[src/rtl/fe_cfg_master.sv]
module fe_cfg_master #(
  parameter int DIV     = 8,
  parameter int NCHIP   = 16,
  parameter int CHIP_W  = 4,
  parameter int REG_W   = 4,
  parameter int MAX_LEN = 32
) (
  input  logic                             clk,
  input  logic                             rst_n,
  input  logic                             run_en,
  input  logic                             req_valid,
  input  logic                             req_write,
  input  logic [CHIP_W+REG_W-1:0]          req_addr,
  input  logic [$clog2(MAX_LEN+1)-1:0]     req_len,
  input  logic [MAX_LEN-1:0]               req_wdata,
  output logic                             busy,
  output logic                             done,
  output logic                             err,
  output logic [MAX_LEN-1:0]               rd_data,
  output logic                             ser_clk,
  output logic                             ser_dout,
  output logic                             ser_load,
  input  logic [NCHIP-1:0]                 ser_din
);
  localparam int ADDR_W = CHIP_W + REG_W;
  localparam int LEN_W  = $clog2(MAX_LEN + 1);
  localparam int CNT_W  = $clog2(DIV);
  localparam int HALF   = DIV / 2;
  localparam int SH_W   = ADDR_W + MAX_LEN;
  localparam int POS_W  = $clog2(SH_W + 1);

  logic              busy_q, done_q, err_q, wr_q;
  logic [CNT_W-1:0]  cnt;
  logic [POS_W-1:0]  pos, pos_last;
  logic [SH_W-1:0]   sh;
  logic [MAX_LEN-1:0] rd_q;
  logic [CHIP_W-1:0] chip_q;

  logic [CHIP_W-1:0]  req_chip;
  logic [MAX_LEN-1:0] data_al;
  logic bad_req, data_phase, bit_end, samp;

  assign req_chip   = req_addr[ADDR_W-1 -: CHIP_W];
  assign bad_req    = run_en || (req_len == '0) || (req_len > LEN_W'(MAX_LEN)) ||
                      (!req_write && (&req_chip));
  assign data_al    = req_write ? (req_wdata << (LEN_W'(MAX_LEN) - req_len)) : '0;
  assign data_phase = pos >= POS_W'(ADDR_W);
  assign bit_end    = cnt == CNT_W'(DIV - 1);
  assign samp       = cnt == CNT_W'(HALF - 1);

  always_ff @(posedge clk) begin
    if (!rst_n) begin
      busy_q   <= 1'b0;
      done_q   <= 1'b0;
      err_q    <= 1'b0;
      wr_q     <= 1'b0;
      cnt      <= '0;
      pos      <= '0;
      pos_last <= '0;
      sh       <= '0;
      rd_q     <= '0;
      chip_q   <= '0;
    end else begin
      done_q <= 1'b0;
      err_q  <= 1'b0;
      if (busy_q) begin
        if (run_en) begin
          busy_q <= 1'b0;
          err_q  <= 1'b1;
        end else begin
          if (samp && data_phase && !wr_q)
            rd_q <= {rd_q[MAX_LEN-2:0], ser_din[chip_q]};
          if (bit_end) begin
            cnt <= '0;
            if (pos == pos_last) begin
              busy_q <= 1'b0;
              done_q <= 1'b1;
            end else begin
              pos <= pos + 1'b1;
              sh  <= sh << 1;
            end
          end else begin
            cnt <= cnt + 1'b1;
          end
        end
      end else if (req_valid) begin
        if (bad_req) begin
          err_q <= 1'b1;
        end else begin
          busy_q   <= 1'b1;
          cnt      <= '0;
          pos      <= '0;
          pos_last <= POS_W'(ADDR_W) + POS_W'(req_len) - 1'b1;
          sh       <= {req_addr, data_al};
          wr_q     <= req_write;
          chip_q   <= req_chip;
          if (!req_write) rd_q <= '0;
        end
      end
    end
  end

  assign busy     = busy_q;
  assign done     = done_q;
  assign err      = err_q;
  assign rd_data  = rd_q;
  assign ser_clk  = busy_q && (cnt >= CNT_W'(HALF));
  assign ser_dout = busy_q && sh[SH_W-1];
  assign ser_load = busy_q && data_phase;

  p_lockout_r11: assert property (@(posedge clk) disable iff (!rst_n)
    run_en |=> !busy);
  p_quiet_idle_r1: assert property (@(posedge clk) disable iff (!rst_n)
    !busy |-> (!ser_clk && !ser_dout && !ser_load));
  p_hold_high_r5: assert property (@(posedge clk) disable iff (!rst_n)
    (ser_clk && $past(ser_clk)) |-> ($stable(ser_dout) && $stable(ser_load)));
  p_load_edge_r3: assert property (@(posedge clk) disable iff (!rst_n)
    $rose(ser_load) |-> !ser_clk);
  p_excl_r7: assert property (@(posedge clk) disable iff (!rst_n)
    !(done && err));
  p_done_end_r7: assert property (@(posedge clk) disable iff (!rst_n)
    done |-> ($fell(busy) && !ser_clk));
endmodule

[config.mk]
export PLATFORM = sky130hd
export DESIGN_NAME = fe_cfg_master
export DESIGN_NICKNAME = d
export VERILOG_FILES = /design/src/rtl/fe_cfg_master.sv
export SDC_FILE = /design/constraint.sdc
export NUM_CORES = 1
export LEC_CHECK = 0
export ABC_AREA = 0
export BUFFER_PORTS_ARGS = -buffer_cell sky130_fd_sc_hd__buf_2
export CORE_MARGIN = 2
export CORE_UTILIZATION = 40
export DETAILED_ROUTE_END_ITERATION = 8
export PLACE_DENSITY = 0.6
export SYNTH_ARGS = -nofsm -noshare
export SYNTH_HDL_FRONTEND = slang
export SYNTH_SLANG_ARGS = --single-unit
[constraint.sdc]
create_clock -name clk -period 3.3 [get_ports clk]
set_input_delay 0.495 -clock clk [delete_from_list [all_inputs] [get_ports clk]]
set_output_delay 0.495 -clock clk [all_outputs]
set_load 0.03 [all_outputs]
==> summary.txt, run 1 <==
Timing
  – Slew headroom: 0.301
  – Min Tclk post-route: roughly 2.7 ns
  – Final WS setup: between 0.5 and 0.6 ns
  – Layout Skew: 0.0144 ns
  – Final Max Slew Viols: 0
  – F_max: 368 MHz
  – Final TNS setup: 0 ns
  – Final Cycle Share: 0.824
  – Slew @ Worst Pin: between 1 and 1.5 ns
  – RSZ-0062 raised after global routing: false
  – Fin. Hold Viols: 0
  – Final setup vio count: 0

GRT
  – Initial antenna violation count: 0
  – GRT overflow: 0
  – Total GRT Usage: 0.201
  – GRT Max-Usage Layer: met2
  – Met1 Use GR: 0.293
  – Met2 Usage GRT: 0.313
  – First-pass GRT wire length: roughly 27000 µm
  – Vias in the first global route: approximately 5300
  – Met3 Resource Use GR: 0.0281
  – Pin count of the biggest net entering global routing: 74

Power
  – Leakage: roughly 2.8 nW
  – Peak supply drop: about 210 µV
  – Clock network power share: 0.356
  – Net Switching: around 0.00084 W
  – Internal: 0.00199 W
  – Cell Pwr Density: slightly above 400 nW/µm²
  – Logic pwr share: 0.220
  – Sequential Power Share: 0.424
  – Switching part of the total: 0.298

Floorplanning
  – Core region area: between 15000 and 20000 µm²
  – Die width: around 130 µm
  – Row Count: 45
  – Io pins: between 100 and 150
  – Die ar.: 16200 µm²
  – Initial Util: 0.403
  – Die height: ~130 µm

Detailed routing
  – Via count: 5628
  – TritonRoute pass-1 iters: 6
  – 1st-iter DRT viols: 510
  – Vias/cell: 5.88
  – DRC Markers: 0
  – Final ANT Viol Nets: 0
  – WL/cell: ~17 µm
  – Routed WL: 16200 µm

Worst setup path
  – Setup crit start kind: input pin
  – Critical R2R Capture: rd_data[27]$_SDFFE_PN0P_
  – CP arrival: approximately 3.0 ns
  – Reg2Reg Setup Slack: between 1 and 1.5 ns
  – CP Max Fanout: 31
  – Req. time, crit path: around 3.6 ns
  – CP Capture Type: flop
  – R2R cell count: 5
  – Worst reg2reg startpoint: busy$_SDFF_PN0_
  – Critical path type: in -> reg

Min path
  – Worst hold path stage count: 3
  – Hold Path End: chip_q[2]$_SDFFE_PN0P_
  – Hold WC Path Type: in -> reg
  – Worst hold start: req_addr[6]

Place
  – DP Cell Count: between 900 and 1000
  – # port buffers: approximately 100
  – Gp weighted congestion: 0.904
  – DP Area: 6720 µm²
  – Dpl ws: 0.190 ns
  – DP HPWL: roughly 12000 µm

CTS
  – CTS tree: built
  – Clock sinks: 95
  – Clk slew on worst S/H paths: approximately 0.070 ns
  – Clk Latency, worst-skew pair: approximately 0.34 ns
  – Post-cts hold buffer count: 0
  – CTS max path bufs: 2
  – H-tree levels: 3
  – PostCTS Resize Cnt: 0
  – Setup Buffers After CTS: 0
  – CTS buffer count: 9
  – CTS Root Cell: clkbuf_16

Synthesis
  – Top FF cell, synth: dfxtp_1
  – Post-synth ARST share: 0
  – Synth Register Bits: 95
  – Synthesis Warnings: 0
  – Synth top area share: 0.314
  – Unique masters post-synth: 64
  – Largest cells by area after synthesis: dfxtp_1 31%, mux4_2 12%, nand2_1 7.5%, nand3_1 4.2%, mux2i_1 4.0%
  – Post-synthesis cell area: around 6000 µm²
  – Post-synthesis sequential area ratio: 0.314
  – Top cell type by total area after synthesis: dfxtp_1
  – Synth Area per Inst: ~9 µm²
  – Mapped Cells: around 690
  – Number of synthesized flops with an enable pin: 0
  – Post-Synthesis Net Count: 760

Cells and area
  – Fin util: 0.466
  – Layout area overhead: 15.6%
  – Post-route insts no fill: about 960
  – Design area: around 7000 µm²
  – Nets: between 800 and 900
  – Diodes inserted: 0
  – Share of layout cells above drive strength 1: 0.267

Run
  – Maxcap violations: 0

Outcome
  – Status: completed
layout by cell type (no fill, tap or decap), types with 14 or more instances in the layout:
cell type and count:
nand2_1 121, buf_2 104, dfxtp_1 94, nand3_1 51, o21ai_0 47, mux4_2 31, nor2_1 27, a21boi_0 26
mux2i_1 24, buf_4 22, a21oi_1 19, o211ai_1 18, a21boi_1 14
cells in the mapped netlist (all sizes together) (2+ instances only):
cell     instances
xnor2           10
nor3             6
mux2i           24
dfxtp           95
a32oi            3
mux2            13
and3             2
nor2            29
a21oi           19
o31ai            4
xor2             7
a31oi            9
o21a             2
a21boi          40
and2             7
o211ai          18
o211a           13
a221oi          13
inv              6
a41oi            8
o2111ai          2
mux4            31
nand2          121
clkbuf          32
o21ai           48
a31o             2
nand2b           3
ha               6
o31a             3
nand3           51
nand4            3
buf             29
nor2b           11
final cells by class:
class,instances,area [µm²]
Clock buffer,10,239
Clock inverter,6,48.8
Fill cell,1425,8020
Inverter,6,22.5
Multi-Input combinational cell,525,3860
Sequential cell,95,1900
Tap cell,188,235
Timing Repair Buffer,127,706
how the worst max path moves through the flow:
stage | start | to | slack [ns] | cells past startpoint
after floorplan | req_len[0] | sh[31]$_SDFFE_PN0P_ | 0.39 | 10
after global placement | req_len[0] | sh[26]$_SDFFE_PN0P_ | 0.30 | 9
after detailed placement | req_len[0] | rd_data[27]$_SDFFE_PN0P_ | 0.19 | 10
after CTS | req_len[0] | rd_data[27]$_SDFFE_PN0P_ | 0.55 | 10
after global routing | req_len[0] | rd_data[27]$_SDFFE_PN0P_ | 0.33 | 10
final | req_len[0] | rd_data[27]$_SDFFE_PN0P_ | 0.58 | 10
sequential cells by signal, indices dropped and copies added, names as in the netlist:
| name | count |
|---|---|
| wr_q | 1 |
| pos_last | 6 |
| err | 1 |
| sh | 40 |
| done | 1 |
| busy | 1 |
| pos | 6 |
| chip_q | 4 |
| cnt | 3 |
| rd_data | 32 |
power groups by stage:
stage	Sequential [W]	Clock, W	Combinational, W
final	0.00120	0.00101	0.000625
after global routing	0.00120	0.00108	0.000679
after CTS	0.00120	0.00103	0.000617
after detailed placement	0.00123	0	0.000615
after global placement	0.00123	0	0.000608
after floorplan	0.00122	0	0.000438
routing by layer:
layer	vias up	wire, µm
met5	-	0
met4	0	183
met1	2675	7840
met3	18	991
met2	256	7200
li1	2679	-
kinds of logic (layout without fill, tap and decap cells):
family	Yosys count	count (layout)	share of synthesized area
flip-flops	95	95	0.314
AND/OR/NAND/NOR	244	244	0.187
buffers and inverters	67	149	0.0530
AO/OA/AOI/OAI	190	190	0.223
multiplexers	68	68	0.179
adder cells (fa/ha/maj)	6	6	0.0124
XOR/XNOR	17	17	0.0320
metrics by stage:
stage          hold WS, ns  power, W
2_1_floorplan        0.431   0.00166
3_3_place_gp         0.442   0.00183
5_1_grt              0.455   0.00296
4_1_cts              0.441   0.00285
6_report             0.454   0.00283
3_5_place_dp         0.450   0.00184
critical path, cell delays in order:
cell and delay (ns):
buf_2 0.11, inv_2 0.13, ha_1 0.41, nor4b_4 0.32
xnor2_1 0.26, nand3b_2 0.28, o31ai_4 0.22, buf_4 0.34
nand3_1 0.12, a21boi_0 0.25
No activity file was read; power rests on OpenSTA's default activity.
==> inputs of run 2 (changes only) <==
==> constraint.sdc (replaced) <==
create_clock -name clk -period 2.75 [get_ports clk]
set_input_delay 0.4125 -clock clk [delete_from_list [all_inputs] [get_ports clk]]
set_output_delay 0.4125 -clock clk [all_outputs]
set_load 0.03 [all_outputs]
==> summary.txt, run 2 (synthesized netlist as in run 1, its figures left out) <==
Detailed routing
  – 1st-iter DRT viols: 369
  – TritonRoute pass-1 iters: 7
  – Via count: approximately 5600
  – Routed WL: around 16000 µm
  – Vias/cell: slightly below 6
  – Final ANT Viol Nets: 0
  – DRC Markers: 0
  – WL/cell: 16.6 µm

Worst setup path
  – Slowest-stage cell, CP: mux4_2
  – CP delay by family, top: multiplexers
  – Setup crit start kind: input pin
  – Worst Setup SP: req_len[0]
  – CP cell instances: buf_2, inv_2, ha_4, mux2_2, mux4_2, mux2_2, nand2_1, and3_1, a31oi_1
  – CP Capture Type: flop
  – Critical path type: in -> reg
  – CP Max Fanout: 20
  – Worst path depth: 9
  – Most frequent CP cell: mux2_2
  – CP peak stage delay: between 0.5 and 0.6 ns
  – R2R cell count: 7
  – Worst Path Buf+Inv: 2
  – Req. time, crit path: around 3 ns
  – Worst reg2reg startpoint: pos[0]$_SDFFE_PN0P_
  – Reg2Reg Setup Slack: approximately 0.55 ns
  – Critical R2R Capture: sh[22]$_SDFFE_PN0P_
  – CP arrival: between 2 and 3 ns

CTS
  – CTS Root Cell: clkbuf_16
  – PostCTS Resize Cnt: 0
  – Clock sinks: 95
  – Clk Latency, worst-skew pair: around 0.34 ns
  – Clk slew on worst S/H paths: around 0.070 ns
  – CTS buffer count: 9
  – Post-cts hold buffer count: 0
  – Setup Buffers After CTS: 0
  – CTS max path bufs: 2
  – CTS tree: built
  – H-tree levels: 3

Timing
  – Final Cycle Share: 0.871
  – F_max: 418 MHz
  – Layout Skew: 0.00519 ns
  – Min Tclk post-route: roughly 2.4 ns
  – Final hold slack: 0.354 ns
  – Slew headroom: 0.607
  – RSZ-0062 raised after global routing: false
  – Final setup vio count: 0
  – Final TNS setup: 0 ns
  – Final Max Slew Viols: 0
  – Fin. Hold Viols: 0
  – Slew @ Worst Pin: approximately 0.59 ns

Outcome
  – Status: completed

Cells and area
  – Share of layout cells above drive strength 1: 0.269
  – Diodes inserted: 0
  – Layout area overhead: 16.9%
  – Most frequent cells in the layout: 121 x nand2_1, 104 x buf_2, 94 x dfxtp_1
  – Biggest register: sh
  – Post-route insts no fill: about 960
  – Nets: ~840
  – Design area: roughly 7100 µm²
  – Largest register FFs: 40
  – Most common cell after layout, fill and taps aside: nand2_1
  – Fin util: 0.471

GRT
  – GRT overflow: 0
  – Vias in the first global route: between 5000 and 6000
  – Total GRT Usage: 0.196
  – Pin count of the biggest net entering global routing: between 70 and 80
  – Initial antenna violation count: 0
  – First-pass GRT wire length: ~26000 µm

Place
  – Gp weighted congestion: 0.896
  – DP Cell Count: about 940
  – DP HPWL: 11600 µm
  – # port buffers: 104
  – DP Area: 6810 µm²

Power
  – Leakage: 2.83 nW
  – Peak supply drop: approximately 270 µV
  – Cell Pwr Density: between 400 and 500 nW/µm²

Run
  – Maxcap violations: 0

Floorplanning
  – Core region area: between 15000 and 20000 µm²
  – Initial Util: 0.403
  – Io pins: about 110
  – Die height: ~130 µm
  – Die ar.: 16200 µm²
  – Row Count: 45
  – Die width: 127 µm

Min path
  – Worst hold path stage count: 3
  – Hold WC Path Type: in -> reg
  – Hold Path End: chip_q[3]$_SDFFE_PN0P_
  – Worst hold start: req_addr[7]
## run 2: cell types whose count changed in the layout (fill, tap and decap cells not counted)
cell,previous run,this run
clkbuf_8,1,0
buf_12,1,6
ha_4,0,1
ha_1,6,5
buf_4,22,18
clkinvlp_4,0,2
inv_6,4,3
## run 2: layout make-up
cell class / count / area (µm²)
fillers: 1456 / 7950
repair buffers: 128 / 776
multi-input cells: 525 / 3870
inverters: 6 / 22.5
clock buffers: 9 / 225
well taps: 188 / 235
clock inverters: 7 / 55.1
flip-flops and latches: 95 / 1900
## run 2: metal layers
layer / global-route usage / up-vias / part of all wire
li1: - / 2690 / -
met5: 0 / - / 0
met2: 0.306 / 184 / 0.45
met1: 0.278 / 2685 / 0.48
met4: 0.0666 / 0 / 0.013
met3: 0.0281 / 13 / 0.058
## run 2: worst max path at each step
stage                                to  slack (ns)
finish              sh[30]$_SDFFE_PN0P_        0.36
global route        sh[31]$_SDFFE_PN0P_        0.27
CTS                 sh[30]$_SDFFE_PN0P_        0.37
detailed placement  sh[30]$_SDFFE_PN0P_       0.008
global placement    sh[14]$_SDFFE_PN0P_        0.11
floorplan           sh[14]$_SDFFE_PN0P_        0.01
## run 2: worst min-delay path, cell delays in order
cell and delay (ns):
buf_2 0.11, nand2_1 0.05, a21boi_0 0.07
## run 2: metrics by stage
| stage | setup slack (ns) | total power [W] |
|---|---|---|
| finish | 0.355 | 0.00337 |
| global route | 0.274 | 0.00354 |
| CTS | 0.374 | 0.00340 |
| detailed placement | 0.00776 | 0.00222 |
| global placement | 0.114 | 0.00221 |
| floorplan | 0.0149 | 0.00199 |
## run 2: where the power goes
group | internal, W | switching (W)
registers | 0.00142 | 0.0000255
logic | 0.000333 | 0.000421
clock network | 0.000623 | 0.000556
==> inputs of run 3 (changes only) <==
--- a/config.mk
+++ b/config.mk
@@ -7,7 +7,6 @@
 export LEC_CHECK = 0
 export ABC_AREA = 0
 export BUFFER_PORTS_ARGS = -buffer_cell sky130_fd_sc_hd__buf_2
-export CORE_MARGIN = 2
 export CORE_UTILIZATION = 40
 export DETAILED_ROUTE_END_ITERATION = 8
 export PLACE_DENSITY = 0.6
==> summary.txt, run 3 (synthesized netlist as in run 1, its figures left out) <==
Outcome
  – Status: finished, violations left
  – Failing checks: DRC

Place
  – # port buffers: between 100 and 150
  – DP HPWL: between 10000 and 15000 µm
  – Gp weighted congestion: 0.892

CTS
  – CTS Root Cell: clkbuf_16
  – Post-cts hold buffer count: 0
  – Clk Latency, worst-skew pair: around 0.34 ns
  – Clk slew on worst S/H paths: approximately 0.070 ns
  – Clock sinks: 95
  – CTS tree: built
  – CTS buffer count: 9
  – CTS max path bufs: 2
  – PostCTS Resize Cnt: 0
  – H-tree levels: 3
  – Setup Buffers After CTS: 0

Worst setup path
  – CP delay by family, top: simple AND/OR/NAND/NOR gates
  – Critical path type: in -> reg
  – CP Capture Type: flop
  – CP cell instances: buf_2, inv_2, ha_4, nor4b_4, a32oi_1, nor2_2, o211ai_1, a41oi_1
  – CP arrival: 2.62 ns
  – Slowest-stage cell, CP: nor2_2
  – CP Max Fanout: 22
  – Worst Path Buf+Inv: 2
  – Setup crit start kind: input pin
  – CP peak stage delay: 0.74 ns
  – Req. time, crit path: approximately 3.0 ns

Timing
  – Final Max Slew Viols: 0
  – Final Cycle Share: 0.856
  – Fin. Hold Viols: 0
  – RSZ-0062 raised after global routing: false
  – Min Tclk post-route: around 2.4 ns
  – Slew headroom: 0.369
  – Final TNS setup: 0 ns
  – Slew @ Worst Pin: 0.946 ns
  – F_max: ~420 MHz
  – Layout Skew: 0.00757 ns
  – Final setup vio count: 0

Detailed routing
  – Routed WL: ~16000 µm
  – 1st-iter DRT viols: 449
  – DRC Markers: 20
  – TritonRoute pass-1 iters: 8
  – Final ANT Viol Nets: 0
  – WL/cell: about 16 µm
  – Vias/cell: 5.78
  – Via count: 5556

GRT
  – Total GRT Usage: 0.205
  – Pin count of the biggest net entering global routing: 53
  – GRT overflow: 0
  – Vias in the first global route: around 5200
  – First-pass GRT wire length: roughly 26000 µm
  – Initial antenna violation count: 0

Cells and area
  – Share of layout cells above drive strength 1: 0.276
  – Diodes inserted: 0
  – Largest register FFs: 40
  – Most frequent cells in the layout: 121 x nand2_1, 104 x buf_2, 94 x dfxtp_1
  – Most common cell after layout, fill and taps aside: nand2_1
  – Biggest register: sh
  – Layout area overhead: 17.7%
  – Nets: approximately 850

Min path
  – Hold WC Path Type: in -> reg

Floorplanning
  – Io pins: 105
  – Die width: approximately 130 µm
  – Row Count: 44
  – Core region area: around 15000 µm²
  – Die height: around 130 µm
  – Initial Util: 0.414
  – Die ar.: 15700 µm²

Run
  – Maxcap violations: 0

Power
  – Peak supply drop: 245 µV
  – Overall power: approximately 0.0035 W
  – Leakage: 2.87 nW
  – Cell Pwr Density: 485 nW/µm²
-- run 3: final timing paths --
kind | startpoint | end | slack [ns] | depth (start not counted)
setup / recovery | req_len[0] | sh[23]$_SDFFE_PN0P_ | 0.40 | 8
hold / removal | req_addr[7] | chip_q[3]$_SDFFE_PN0P_ | 0.35 | 3
setup reg to reg | busy$_SDFF_PN0_ | sh[23]$_SDFFE_PN0P_ | 0.65 | 4
hold reg to reg | sh[0]$_SDFFE_PN0P_ | sh[0]$_SDFFE_PN0P_ | 0.46 | 2
-- run 3: tightest hold or removal path, delay by kind of cell --
family          cells  cell delay, ns
simple gates        1            0.05
buf+inv             1            0.12
compound gates      1            0.06
-- run 3: final cells by class --
type | instances | area [µm²]
Tap cell | 184 | 230
Clock inverter | 6 | 68.8
Timing Repair Buffer | 137 | 818
Multi-Input combinational cell | 525 | 3870
Sequential cell | 95 | 1900
Fill cell | 1437 | 7510
Clock buffer | 9 | 225
Inverter | 6 | 22.5
-- run 3: power breakdown --
group / leakage, nW / internal, W / switching, W
Sequential: 0.771 / 0.00142 / 0.0000258
Clock: 0.143 / 0.000708 / 0.000551
Combinational: 1.96 / 0.000341 / 0.000422
Total: 2.87 / 0.00247 / 0.000999
-- run 3: routing by layer --
| metal | up-vias | wire length (µm) | share of wire | track usage |
|---|---|---|---|---|
| met1 | 2673 | 7540 | 0.48 | 0.288 |
| met3 | 18 | 753 | 0.048 | 0.0304 |
| met2 | 164 | 7260 | 0.46 | 0.321 |
| met4 | 0 | 283 | 0.018 | 0.0681 |
| met5 | - | 0 | 0 | 0 |
| li1 | 2701 | - | - | - |
-- run 3: through the flow --
step	utilization	instance area [µm²]	hold slack (ns)	std cells	setup WS, ns
finish	0.487	7140	0.353	962	0.396
global route	0.487	7140	0.369	962	0.196
global placement	0.467	6840	0.437	947	0.135
floorplan	-	6080	0.431	687	0.0149
CTS	0.487	7140	0.346	962	0.450
detailed placement	0.467	6840	0.454	947	0.0722
